<file path="config.mk">
export PLATFORM = sky130hd
export DESIGN_NAME = byte_fifo_wm
export DESIGN_NICKNAME = d
export VERILOG_FILES = /design/src/rtl/fifo_wm_pkg.sv /design/src/rtl/wm_arbiter.sv /design/src/rtl/wm_mem.sv /design/src/rtl/wm_alerts.sv /design/src/rtl/byte_fifo_wm.sv
export SDC_FILE = /design/constraint.sdc
export NUM_CORES = 1
export LEC_CHECK = 0
export BUFFER_PORTS_ARGS = -buffer_cell sky130_fd_sc_hd__buf_2
export CAP_MARGIN = 40
export CORE_UTILIZATION = 62
export CTS_CLUSTER_DIAMETER = 40
export DETAILED_ROUTE_END_ITERATION = 12
export GPL_TIMING_DRIVEN = 0
export PLACE_DENSITY = 0.8
export RECOVER_POWER = 25
export REMOVE_ABC_BUFFERS = 1
export SLEW_MARGIN = 10
export SYNTH_ARGS = -nofsm -noshare
export SYNTH_HDL_FRONTEND = slang
export SYNTH_SLANG_ARGS = --single-unit
</file>
<file path="constraint.sdc">
create_clock -name clk -period 4.1 [get_ports clk]
set_input_delay 0 -clock clk [delete_from_list [all_inputs] [get_ports clk]]
set_output_delay 0 -clock clk [all_outputs]
set_load 0.02 [all_outputs]
</file>
<file path="src/rtl/fifo_wm_pkg.sv">
package fifo_wm_pkg;

    localparam int unsigned BYTE_W = 8;

    // One queue operation after the host/engine arbitration
    typedef struct packed {
        logic              wr;
        logic              rd;
        logic [BYTE_W-1:0] data;
    } fifo_op_t;

endpackage

</file>
<file path="src/rtl/wm_arbiter.sv">
module wm_arbiter
    import fifo_wm_pkg::*;
(
    input  logic              host_wr_en,
    input  logic [BYTE_W-1:0] host_wr_data,
    input  logic              host_rd_en,
    input  logic              eng_push_en,
    input  logic [BYTE_W-1:0] eng_push_data,
    input  logic              eng_pop_en,
    output fifo_op_t          op,
    output logic              eng_stall
);
    logic host_act;
    logic eng_act;

    always_comb begin
        host_act = host_wr_en | host_rd_en;
        eng_act  = eng_push_en | eng_pop_en;
        // Host has fixed priority; the engine retries on stall
        if (host_act) begin
            op.wr   = host_wr_en;
            op.rd   = host_rd_en;
            op.data = host_wr_data;
        end else begin
            op.wr   = eng_push_en;
            op.rd   = eng_pop_en;
            op.data = eng_push_data;
        end
        eng_stall = host_act & eng_act;
    end
endmodule

</file>
<file path="src/rtl/wm_mem.sv">
module wm_mem
    import fifo_wm_pkg::*;
#(
    parameter int unsigned DEPTH = 64,
    localparam int unsigned AW   = $clog2(DEPTH)
) (
    input  logic              clk,
    input  logic              we,
    input  logic [AW-1:0]     waddr,
    input  logic [BYTE_W-1:0] wdata,
    input  logic [AW-1:0]     raddr,
    output logic [BYTE_W-1:0] rdata
);
    logic [BYTE_W-1:0] store_q [DEPTH];

    always_ff @(posedge clk) begin
        if (we) begin
            store_q[waddr] <= wdata;
        end
    end

    assign rdata = store_q[raddr];
endmodule

</file>
<file path="src/rtl/wm_alerts.sv">
module wm_alerts #(
    parameter int unsigned DEPTH = 64,
    parameter int unsigned WLW   = 6,
    localparam int unsigned LW   = $clog2(DEPTH) + 1
) (
    input  logic [LW-1:0]  level,
    input  logic [WLW-1:0] thresh,
    output logic           high_alert,
    output logic           low_alert
);
    localparam logic [LW-1:0] DEPTH_L = LW'(DEPTH);

    logic [LW-1:0] free_space;
    logic [LW-1:0] thresh_ext;

    always_comb begin
        free_space = DEPTH_L - level;
        thresh_ext = {{(LW-WLW){1'b0}}, thresh};
        high_alert = (free_space <= thresh_ext);
        low_alert  = (level <= thresh_ext);
    end
endmodule

</file>
<file path="src/rtl/byte_fifo_wm.sv">
module byte_fifo_wm
    import fifo_wm_pkg::*;
#(
    parameter int unsigned DEPTH      = 64,
    parameter int unsigned WLW        = 6,
    parameter int unsigned THRESH_RST = 8,
    localparam int unsigned AW        = $clog2(DEPTH),
    localparam int unsigned LW        = AW + 1
) (
    input  logic              clk,
    input  logic              rst_n,
    input  logic              host_wr_en,
    input  logic [BYTE_W-1:0] host_wr_data,
    input  logic              host_rd_en,
    output logic [BYTE_W-1:0] host_rd_data,
    input  logic              eng_push_en,
    input  logic [BYTE_W-1:0] eng_push_data,
    input  logic              eng_pop_en,
    output logic [BYTE_W-1:0] eng_pop_data,
    output logic              eng_stall,
    input  logic              flush,
    input  logic              thresh_wr_en,
    input  logic [WLW-1:0]    thresh_in,
    output logic [WLW-1:0]    thresh,
    output logic [LW-1:0]     fill_level,
    output logic              high_alert,
    output logic              low_alert,
    output logic              overflow_err
);
    localparam logic [LW-1:0] DEPTH_L = LW'(DEPTH);

    typedef struct packed {
        logic [AW-1:0]  wptr;
        logic [AW-1:0]  rptr;
        logic [LW-1:0]  level;
        logic           ovf;
        logic [WLW-1:0] thr;
    } state_t;

    state_t            s_d, s_q;
    fifo_op_t          op;
    logic              mem_we;
    logic [BYTE_W-1:0] head;
    logic              is_empty;
    logic              is_full;
    logic              do_wr;
    logic              do_rd;

    wm_arbiter u_arb (
        .host_wr_en    (host_wr_en),
        .host_wr_data  (host_wr_data),
        .host_rd_en    (host_rd_en),
        .eng_push_en   (eng_push_en),
        .eng_push_data (eng_push_data),
        .eng_pop_en    (eng_pop_en),
        .op            (op),
        .eng_stall     (eng_stall)
    );

    wm_mem #(.DEPTH(DEPTH)) u_mem (
        .clk   (clk),
        .we    (mem_we),
        .waddr (s_q.wptr),
        .wdata (op.data),
        .raddr (s_q.rptr),
        .rdata (head)
    );

    wm_alerts #(.DEPTH(DEPTH), .WLW(WLW)) u_alerts (
        .level      (s_q.level),
        .thresh     (s_q.thr),
        .high_alert (high_alert),
        .low_alert  (low_alert)
    );

    always_comb begin
        s_d      = s_q;
        is_empty = (s_q.level == '0);
        is_full  = (s_q.level == DEPTH_L);
        do_wr    = op.wr & ~is_full & ~flush;
        do_rd    = op.rd & ~is_empty & ~flush;
        mem_we   = do_wr;

        if (flush) begin
            s_d.wptr  = '0;
            s_d.rptr  = '0;
            s_d.level = '0;
            s_d.ovf   = 1'b0;
        end else begin
            if (do_wr) begin
                s_d.wptr = s_q.wptr + 1'b1;
            end
            if (do_rd) begin
                s_d.rptr = s_q.rptr + 1'b1;
            end
            if (op.wr && is_full) begin
                s_d.ovf = 1'b1;
            end
            s_d.level = s_q.level + {{(LW-1){1'b0}}, do_wr}
                                  - {{(LW-1){1'b0}}, do_rd};
        end

        if (thresh_wr_en) begin
            s_d.thr = thresh_in;
        end
    end

    always_ff @(posedge clk or negedge rst_n) begin
        if (!rst_n) begin
            s_q.wptr  <= '0;
            s_q.rptr  <= '0;
            s_q.level <= '0;
            s_q.ovf   <= 1'b0;
            s_q.thr   <= WLW'(THRESH_RST);
        end else begin
            s_q <= s_d;
        end
    end

    assign host_rd_data = is_empty ? '0 : head;
    assign eng_pop_data = is_empty ? '0 : head;
    assign thresh       = s_q.thr;
    assign fill_level   = s_q.level;
    assign overflow_err = s_q.ovf;
endmodule

</file>
== Yosys cells after proc, flatten, opt, wreduce, memory -nomap -nowiden ==
Memory sizes are Yosys's and may differ from the RTL's.
Cells that the tools add are included.
Word-level totals
  register bits after elaboration: 26
  RAM bits: 512
  bits of input ports: 30
  output and inout port bits: 33
  logic and storage cells: 37
  memories: 1
Cells by class
  $add $sub $neg: 5
  magnitude comparators: 2
  equal/unequal tests: 1
  multiplexer cells: 8
  bitwise operators: 10
  reduce and logical (&&, ||, !) cells: 5
Memory list
  u_mem.store_q: words 64, bits a word 8, rd ports 1, clocked after Yosys merged registers in 0, wr ports 1, line wm_mem.sv:14  | logic [BYTE_W-1:0] store_q [DEPTH];
Operators with widths (count)
  20-bit 2-to-1 mux: 1
  7-bit by 6-bit less-or-equal comparator with 1-bit output: 2
  6-bit by 1-bit adder with 6-bit output (second input constant): 2
  6-bit 2-to-1 mux: 2
  10-bit 2-to-1 mux: 1
  8-bit 2-to-1 mux: 1
  7-bit by 1-bit adder with 7-bit output: 1
  7-bit equality test (second input constant): 1
  7-bit logical NOT: 1
  7-bit by 1-bit subtractor with 7-bit output: 1
  7-bit subtractor (first input constant): 1
  2-bit nonzero test: 3
  1-bit bitwise AND: 5
  1-bit 2-to-1 mux: 3
  1-bit NOT: 3
  1-bit bitwise OR: 2
  1-bit logical AND: 1

== Logic depth before layout (Yosys ltp) ==
  depth after elaboration: 7
  mapped depth: 15
  mapped depth without buffers: 15

== Modules after synthesis ==
From an unflattened synthesis, not the netlist that was laid out.
Unflattened totals
  cells, all modules: 1169
  area total of the unflattened synthesis: 22213.8 µm²
Modules (own cells, without submodules)
  wm_mem: instances 1, cells each 932, area each 20006.7 µm², sequential area each 15374.7 µm²
  byte_fifo_wm: instances 1, cells each 173, area each 1710.4 µm², sequential area each 651.9 µm²
  wm_alerts: instances 1, cells each 49, area each 366.6 µm², sequential area each 0.0 µm²
  wm_arbiter: instances 1, cells each 15, area each 130.1 µm², sequential area each 0.0 µm²

== Least setup slack after synthesis ==
No wires, ideal clock.
  path kind: reg2reg
  start point: register fill_level[1] (netlist name)
  end point: register fill_level[6] (netlist name)
  data arrival time: 2.879 ns
  setup slack: 1.143 ns
  stages on the path, launching flop included: 16
  clock period less this slack: 2.957 ns
  path through: dfrtp_1 > inv_1 > ha_1 > nand3_1 > nor2_1 > nor3_1 > ha_1 > inv_1 > ha_1 > fa_1 > nand2b_1 > a21oi_1 > o21bai_1 > a21oi_1 > or3_1 > a21oi_1

== Final worst setup path ==
  start point: register s_q[14] in the netlist's numbering
  end point: output port host_rd_data[0]
Between the ends
  longest elaborated chain between the ends: 2
Ends and longest elaborated chain
  from (decl): line byte_fifo_wm.sv:40  | state_t s_d, s_q;
  memory read 64 x 8 bit
  8-bit 2-to-1 mux: line byte_fifo_wm.sv:120  | assign host_rd_data = is_empty ? '0 : head;
  to (decl): line byte_fifo_wm.sv:15  | output logic [BYTE_W-1:0] host_rd_data,
Every way passes these cells.

==> flow_metrics.tcl <==
set metrics [dict create \
    drive_gt1_frac 0.241 \
    final_area_um2 24700 \
    cp_common_cell "buf_16" \
    worst_hold_path_type "in2reg" \
    wire_per_inst_um 28.7 \
    power.density_nw_per_um2 610 \
    crit_family "multiplexers" \
    synth_area_leaders "edfxtp_1 (70%), mux4_2 (14%), dfrtp_1 (2.9%)" \
    worst_pin_slew_ns 1.77 \
    seq_area_frac_synth 0.731 \
    end_kind "output port" \
    hold_ws_ns 0.158 \
    grt_pass1_wl_mm 73.0 \
    drv_slew 40 \
    grtUsageTotal 0.283 \
    ys_warn_count 0 \
    fmax_mhz 257 \
    p_total_mw 15.1 \
    path_cells "buf_16 > buf_16 > buf_16 > mux4_2 > mux4_2 > a22oi_1 > a21oi_1 > buf_2" \
    worst_ep_arrival_time_ns 3.89 \
    p_leak_nw 7.89 \
    path_max_fanout 35 \
    overflow 0 \
    failed_checks "max-capacitance violations, max-slew violations" \
    antenna_left 0 \
    diodes 0 \
    yosysMostFrequentCell "edfxtp_1" \
    drtIter0Drc 1521 \
    avgSynthCellArea_um2 19.6 \
    hold_violations 0 \
    fin_crit_ns 3.89 \
    synth_largest_area_cell "edfxtp_1" \
    ys_types 45 \
    place_congestion 0.826 \
    ir_drop_mv 0.404 \
    setup_violations 0 \
    post_dp_cell_area_um2 22700 \
    synth_edf_count 512 \
    nets 1265 \
    place.port_buffers 62 \
    synth_commonest_cells "edfxtp_1 (512), mux4_2 (139), nor2_1 (96), nand2_1 (33), buf_4 (28)" \
    yosysTopAreaCellShare 0.701 \
    coreArea_um2 34600 \
    crit_buf_inv 4 \
    dieArea_um2 36100 \
    ys.flop_type "edfxtp_1" \
    crit_required_ns 4.10 \
    htree_levels 2 \
    ios 63 \
    r2r_slack_ns 0.43 \
    drc 0 \
    syn-cell-area_um2 21900 \
    grt_start_max_net_pins 63 \
    tritoncts "yes" \
    dp_hpwl_mm 28.9 \
    final_util 0.715 \
    via_per_inst 6.61 \
    clkLatencyLatePin_ns 0.59 \
    syn_to_final_growth_pct 12.9 \
    crit_path_top_delay_cell "mux4_2" \
    std_cell_rows 68 \
    die_w_um 190 \
    maxCapViolCount 1 \
    cts-root-buf "clkbuf_16" \
    wl_mm 49.0 \
    cts_sinks 538 \
    grt_antenna_before_repair 0 \
    timing_worst_setup_path_type "reg2out" \
    vias 11300 \
    detail_route.first_pass.iterations 5 \
    cts_buffers 57 \
    cts.path.max_buffers 3 \
    finalClockSkew_ns 0.0132 \
    synth-seq-cells 538 \
    synthArstFlopShare 0.0483 \
    min_period_over_period 0.948 \
    die_h_um 190 \
    startpoint_type "flop" \
    grt_setup_unrepaired "no" \
    relSlewSlack -0.183 \
    cts.clk_slew.worst_paths_ns 0.06 \
    grt_pass1_vias 11600 \
    status "finished with violations" \
    initial_core_util 0.633 \
    crit_path_max_incr_delay_ns 0.59 \
    netlist_instances 1117 \
]
## state kept, by name (all words and copies together), names as in the netlist
register	cells
u_mem.store_q	512
fill_level	7
thresh	6
s_q	12
overflow_err	1
## metrics by stage
step	setup TNS [ns]	std cells	worst slack, ns
final	0	1710	0.215
after global routing	0	1710	0.0777
after CTS	0	1710	0.314
after detailed placement	0	1579	0.360
after global placement	-90.78	1561	-4.70
after floorplan	-44.22	1044	-2.59
## where the power goes
group	leakage (nW)	total [mW]	switching [mW]	internal, mW
clock network	0.859	4.89	2.07	2.82
registers	4.94	6.27	0.133	6.14
logic	2.10	3.93	2.16	1.77
## cell families (layout without fill, tap and decap cells)
group,after synthesis,in the layout,synth area share
compound gates,84,84,0.0244
xor+xnor,17,17,0.00679
fa+ha+maj,26,26,0.0152
buf+inv,93,231,0.0247
flops,538,538,0.731
mux,176,176,0.160
simple gates,183,183,0.0374
## area by class of cell
type | instances | area [um^2]
clock buffers | 80 | 1580
clock inverters | 25 | 215
fillers | 1917 | 9880
inverters | 20 | 75.1
multi-input cells | 486 | 5360
flip-flops and latches | 538 | 16000
well taps | 455 | 569
repair buffers | 106 | 920
## cell usage in the layout, fill, tap and decap left out, types with 4 or more instances in the layout
cell / netlist / layout
mux2i_1: 23 / 23
clkinv_2: 0 / 6
nand3b_1: 7 / 7
o211ai_1: 5 / 5
a21oi_1: 23 / 23
dlygate4sd3_1: 0 / 23
nor2_1: 96 / 96
ha_1: 25 / 25
nand3_1: 9 / 9
buf_4: 28 / 5
inv_6: 0 / 4
nor2b_1: 12 / 12
clkbuf_1: 15 / 38
mux2_2: 14 / 7
nand2_1: 33 / 33
clkinvlp_4: 0 / 5
nand2b_1: 7 / 7
a211oi_1: 4 / 4
o21ai_0: 13 / 13
clkinv_1: 0 / 4
a22oi_1: 18 / 18
mux4_2: 139 / 139
edfxtp_1: 512 / 512
o21ai_1: 4 / 4
mux2_1: 0 / 7
buf_12: 0 / 4
xnor2_1: 6 / 6
dfrtp_1: 25 / 21
clkbuf_16: 0 / 59
inv_1: 20 / 20
nand4_1: 5 / 5
buf_2: 16 / 44
buf_16: 0 / 10
xor2_1: 11 / 11
nor3_1: 4 / 4
## routing by layer
layer,vias to the layer above,routed length [um],global-route usage
met5,-,0,0
met3,128,4690,0.0544
met1,5794,18200,0.385
li1,4683,-,-
met2,697,24600,0.467
met4,0,1580,0.0940
## what timing repair did
item | 4_1_cts | 5_1_grt
buffers inserted | 2 | 0
endpoints found under the setup margin | 12 | 0
gates resized for setup | 0 | 0
hold buffers | 24 | 0
endpoints found under the hold margin | 52 | 0
## worst paths after layout
path	startpoint	endpoint	cells past startpoint
min	eng_push_en	s_q[20]	5
max reg2reg	fill_level[1]	fill_level[6]	15
max in group asynchronous	rst_n	s_q[16]	4
max	s_q[14]	host_rd_data[0]	8
min in group asynchronous	rst_n	thresh[3]	3
min reg2reg	overflow_err	overflow_err	2
## worst register-to-register path, stage by stage, from the launching register on
cell and delay (ns):
dfrtp_1 0.43, inv_1 0.18, ha_1 0.27, nand3_1 0.15
nor2_1 0.47, nor3_1 0.13, ha_1 0.32, inv_1 0.05
ha_1 0.21, fa_1 0.44, nand2b_1 0.10, a21oi_1 0.10
o21bai_1 0.14, a21oi_1 0.10, or3_1 0.35, a21oi_1 0.16
(Power assumes the default switching activity.)
